`config.mk`:
```
export PLATFORM = sky130hd
export DESIGN_NAME = calendar_alarm_unit
export DESIGN_NICKNAME = d
export VERILOG_FILES = /design/src/rtl/calalm_pkg.sv /design/src/rtl/alarm_bytes.sv /design/src/rtl/alarm_compare.sv /design/src/rtl/alarm_flag.sv /design/src/rtl/calendar_alarm_unit.sv
export SDC_FILE = /design/constraint.sdc
export NUM_CORES = 1
export LEC_CHECK = 0
export ABC_AREA = 1
export BUFFER_PORTS_ARGS = -buffer_cell sky130_fd_sc_hd__clkbuf_2
export CAP_MARGIN = 20
export CORE_MARGIN = 8
export CORE_UTILIZATION = 30
export CTS_CLUSTER_DIAMETER = 40
export DETAILED_ROUTE_END_ITERATION = 16
export GPL_TIMING_DRIVEN = 0
export PLACE_DENSITY = 0.58
export SKIP_LAST_GASP = 1
export SYNTH_ARGS = -nofsm -noshare
export SYNTH_HDL_FRONTEND = slang
export SYNTH_SLANG_ARGS = --single-unit
```
`constraint.sdc`:
```
create_clock -name clk -period 1.5 [get_ports clk]
set_clock_uncertainty 0.05 [all_clocks]
set_input_delay 0 -clock clk [delete_from_list [all_inputs] [get_ports clk]]
set_output_delay 0 -clock clk [all_outputs]
set_load 0.1 [all_outputs]
```
`src/rtl/calalm_pkg.sv`:
```
package calalm_pkg;
  localparam int NFIELD = 5;
  localparam int BYTE_W = 8;

  typedef logic [BYTE_W-1:0] byte_t;

  typedef enum logic [2:0] {
    FLD_SEC  = 3'd0,
    FLD_MIN  = 3'd1,
    FLD_HOUR = 3'd2,
    FLD_DATE = 3'd3,
    FLD_MON  = 3'd4
  } field_e;

  // bits of a field that take part in the comparison
  function automatic byte_t keep_bits(input int idx);
    if (idx == int'(FLD_MON)) return 8'h1f;
    if (idx >= int'(FLD_HOUR)) return 8'h3f;
    return 8'h7f;
  endfunction

  // position of the don't-care bit within an alarm byte
  function automatic int mask_pos(input int idx);
    return (idx == int'(FLD_MON)) ? 6 : 7;
  endfunction

  function automatic logic field_hit(input byte_t alarm, input byte_t now, input int idx);
    byte_t keep;
    keep = keep_bits(idx);
    return alarm[mask_pos(idx)] || ((alarm & keep) == (now & keep));
  endfunction
endpackage

```
`src/rtl/alarm_bytes.sv`:
```
module alarm_bytes
  import calalm_pkg::*;
#(
  parameter int ADDR_W = 4,
  parameter int BASE   = 2
) (
  input  logic                         clk,
  input  logic                         rst_n,
  input  logic                         wr_en,
  input  logic [ADDR_W-1:0]            wr_addr,
  input  byte_t                        wr_data,
  input  logic                         lock,
  output logic [NFIELD-1:0][BYTE_W-1:0] al_q
);
  for (genvar g = 0; g < NFIELD; g++) begin : g_byte
    localparam logic [ADDR_W-1:0] MY_ADDR = ADDR_W'(BASE + g);
    logic sel;
    assign sel = wr_en && !lock && (wr_addr == MY_ADDR);
    always_ff @(posedge clk) begin
      if (!rst_n)   al_q[g] <= '0;
      else if (sel) al_q[g] <= wr_data;
    end
  end
endmodule

```
`src/rtl/alarm_compare.sv`:
```
module alarm_compare
  import calalm_pkg::*;
(
  input  logic [NFIELD-1:0][BYTE_W-1:0] al_q,
  input  logic [NFIELD-1:0][BYTE_W-1:0] now,
  output logic [NFIELD-1:0]             hit_vec,
  output logic                          match
);
  for (genvar g = 0; g < NFIELD; g++) begin : g_cmp
    assign hit_vec[g] = field_hit(al_q[g], now[g], g);
  end
  assign match = &hit_vec;
endmodule

```
`src/rtl/alarm_flag.sv`:
```
module alarm_flag (
  input  logic clk,
  input  logic rst_n,
  input  logic tick,
  input  logic match,
  input  logic rd,
  input  logic en,
  output logic flag_q,
  output logic irq_n
);
  logic fire;
  assign fire = tick && match;

  always_ff @(posedge clk) begin
    if (!rst_n)    flag_q <= 1'b0;
    else if (fire) flag_q <= 1'b1;
    else if (rd)   flag_q <= 1'b0;
  end

  assign irq_n = !(flag_q && en);
endmodule

```
`src/rtl/calendar_alarm_unit.sv`:
```
module calendar_alarm_unit
  import calalm_pkg::*;
#(
  parameter int ADDR_W = 4,
  parameter int BASE   = 2
) (
  input  logic              clk,
  input  logic              rst_n,
  input  logic              tick_i,
  input  logic [7:0]        mon_i,
  input  logic [7:0]        date_i,
  input  logic [7:0]        hour_i,
  input  logic [7:0]        min_i,
  input  logic [7:0]        sec_i,
  input  logic              on_backup_i,
  input  logic              wr_en_i,
  input  logic [ADDR_W-1:0] wr_addr_i,
  input  logic [7:0]        wr_data_i,
  input  logic              flag_rd_i,
  output logic              alarm_flag_o,
  output logic              irq_n_o
);
  logic [NFIELD-1:0][BYTE_W-1:0] al_q;
  logic [NFIELD-1:0][BYTE_W-1:0] now_w;
  logic [NFIELD-1:0]             hit_w;
  logic                          match_w;
  logic                          alarm_en_w;

  assign now_w[FLD_SEC]  = sec_i;
  assign now_w[FLD_MIN]  = min_i;
  assign now_w[FLD_HOUR] = hour_i;
  assign now_w[FLD_DATE] = date_i;
  assign now_w[FLD_MON]  = mon_i;
  assign alarm_en_w      = al_q[FLD_MON][7];

  alarm_bytes #(.ADDR_W(ADDR_W), .BASE(BASE)) u_bytes (
    .clk(clk), .rst_n(rst_n), .wr_en(wr_en_i), .wr_addr(wr_addr_i),
    .wr_data(wr_data_i), .lock(on_backup_i), .al_q(al_q)
  );

  alarm_compare u_cmp (
    .al_q(al_q), .now(now_w), .hit_vec(hit_w), .match(match_w)
  );

  alarm_flag u_flag (
    .clk(clk), .rst_n(rst_n), .tick(tick_i), .match(match_w), .rd(flag_rd_i),
    .en(alarm_en_w), .flag_q(alarm_flag_o), .irq_n(irq_n_o)
  );
endmodule

```
==> reports/qor.yml <==
synthesis:
  ys_ff_latch: 38
  ys_seq_area_frac: 0.3817
  yosys.area.top_type_share: 0.3817
  yosysWarnings: 0
  syn_inst: 308
  syn_nets: 366
  ys.flop_type: "dfxtp_1"
  synth_area_um2: 1993
  ys_top_cells_by_count: "73 x nand2_1, 55 x inv_1, 38 x dfxtp_1, 36 x nor2_1, 32 x o21ai_0"
  synth_top_area_cell: "dfxtp_1"
  postSynthAreaPerCell_um2: 6.471
  synth.most_common_cell: "nand2_1"
  async_reset_ff_frac: 0
  synth.distinct_cells: 24
  synth_edf_count: 0
  yosys-top-cells-area: "dfxtp_1 38%, nand2_1 14%, inv_1 10%, o21ai_0 8.0%, nor2_1 6.8%"
sta:
  rsz0062_at_grt: "no"
  timing.final.setup_violations: 0
  worst_pin_slew_ps: 545.2
  slew-limit-headroom: 0.6381
  whs_ps: -6.475
  fin_crit_sh: 0.8343
  hold_viol: 1
  final.setup.tns_ps: 0
  fmax_ghz: 0.7991
  setup_ws_ps: 248.6
  slew_violations: 0
  layout_min_cycle_time_ps: 1251
clocking:
  cts_tree: "yes"
  cts_hold_buf: 3
  cts_setup_buffers: 0
  ctsResizeCount: 0
  ctsRootBufferMaster: "clkbuf_8"
  cts.sinks: 38
  path_clk_slew_ps: 70
  cts_max_level: 2
  cts_buffer_depth: 2
  numCtsBuffers: 5
  clk_latency_ps: 290
worst_setup_path:
  critical_path.max_fanout: 2
  timing.rr.start: "u_bytes.al_q[5]"
  crit_path_end_kind: "register"
  rrSetupSlack_ps: 250
  worstSetupPathType: "register to register"
  worst-endpoint-required_ps: 1660
  reg2regPathDepth: 10
  cp_data_arrival_time_ps: 1410
  critPathLaunchType: "register"
  r2r-end: "u_flag.flag_q"
drt:
  drtIter0Drc: 50
  drc: 0
  vias: 1899
  firstDrtPassIters: 4
  drt_wl_total_um: 5075
  antenna_left: 0
  vias_per_cell: 4.267
  wl_per_cell_um: 11.40
min_path:
  hold_path_class: "input port to register"
  hold_start: "wr_data_i[6]"
  hold_path_end: "u_bytes.al_q[14]"
  whs_path_depth: 3
floorplanning:
  io_pins: 60
  rows: 29
  die_width_um: 97.51
  coreArea_um2: 6386
  die_h_um: 97.51
  start_util: 0.3121
  dieArea_um2: 9508
grt:
  grt_usage: 0.1046
  antenna_found_initial: 0
  grt_pass1_wl_um: 8217
  grt_util_met2: 0.1692
  met3_usage: 0.03129
  grt_pass1_vias: 1840
  overflow: 0
  met1_usage: 0.1281
  grt_max_degree: 12
  grt.busiest_layer: "met2"
finish:
  num_antenna_cells: 0
  drive_gt1_frac: 0.2201
  fill_cells: 710
  syn2layout_area_growth_pct: 23.41
  nets: 425
  fin_cells: 445
placed_design:
  portBuffers: 49
  dp_slack_ps: 271.1
  dpl.hpwl_um: 3996
  globalplace.congestion: 0.7889
  dpl.cell_count: 434
pwr:
  powerDensity_nw_per_um2: 814.6
  peakVddDrop_uv: 353.3
  power.total_mw: 2.004
  p_leak_nw: 1.169
outcome:
  status: "finished, violations left"
  failed_checks: "hold timing"
run:
  maxCapViolations: 0
[layout make-up]
cell class	count	area, um^2	share of cell area
inverter	61	229.0	0.09308
timing repair buffer	52	275.3	0.1119
clock inverter	1	5.005	0.002035
sequential	38	762.0	0.3098
clock buffer	7	86.33	0.03510
buffer	9	58.81	0.02391
multi-input combinational	200	947.2	0.3850
tap	77	96.34	0.03917
[worst max-delay path, cell delays in order, from the launching register on]
cell      delay [ps]
dfxtp_1          330
inv_1             60
nand2_1           50
nand2_1           40
nor2_1           100
nand2_1           70
o21bai_1         140
nand2_1           60
nor2_1           100
nand2_1           60
a21oi_1          110
[per-stage QoR]
stage                       util  instance area [um^2]
after global placement    0.3662                  2338
after global routing      0.3852                  2460
after floorplan                -                  1997
after CTS                 0.3852                  2460
final                     0.3852                  2460
after detailed placement  0.3662                  2338
[flip-flops by register name, indices dropped and copies added, names as in the netlist]
name,count
u_bytes.al_q,37
u_flag.flag_q,1
[cells in the final DEF, fill, tap and decap left out]
cell type / count
nor4_2: 1
o21bai_1: 1
o21ai_2: 3
buf_6: 3
xnor2_1: 5
nand4_1: 2
clkbuf_8: 6
clkinv_2: 1
o21ai_1: 6
nor3_2: 2
dfxtp_2: 1
dlygate4sd3_1: 3
nand2_1: 72
o21ai_0: 32
inv_2: 6
buf_2: 1
inv_1: 55
xor2_1: 2
nand3_1: 6
a21oi_2: 3
a21oi_1: 25
buf_1: 1
clkbuf_1: 4
nor2_1: 36
dfxtp_1: 37
clkbuf_2: 50
nor2_4: 1
nand2_2: 3
[how the worst max path moves through the flow]
stage                     slack, ps       startpoint             to  depth (start not counted)
after floorplan                 320    u_flag.flag_q        irq_n_o                          1
after global placement          300  u_bytes.al_q[2]  u_flag.flag_q                         10
after detailed placement        270  u_bytes.al_q[5]  u_flag.flag_q                         10
after CTS                       250  u_bytes.al_q[5]  u_flag.flag_q                         10
after global routing             90  u_bytes.al_q[5]  u_flag.flag_q                         10
final                           250  u_bytes.al_q[5]  u_flag.flag_q                         10
[where the power goes]
group	internal [mW]	switching (mW)	total [mW]
combinational	0.108	0.139	0.247
sequential	1.02	0.00629	1.03
clock	0.371	0.358	0.729
[routing by layer]
layer | wire [um] | part of all wire
met1 | 2431 | 0.48
met2 | 2311 | 0.46
met3 | 275 | 0.054
met4 | 57 | 0.011
met5 | 0 | 0
[kinds of logic (layout without fill, tap and decap cells)]
group | count (synthesis) | after routing | share of synthesized area
XOR/XNOR | 7 | 7 | 0.03076
flip-flops | 38 | 38 | 0.3817
AO/OA/AOI/OAI | 70 | 70 | 0.1883
buffers and inverters | 70 | 130 | 0.1444
AND/OR/NAND/NOR | 123 | 123 | 0.2549
Note: power is estimated with default switching activity, not from simulation.
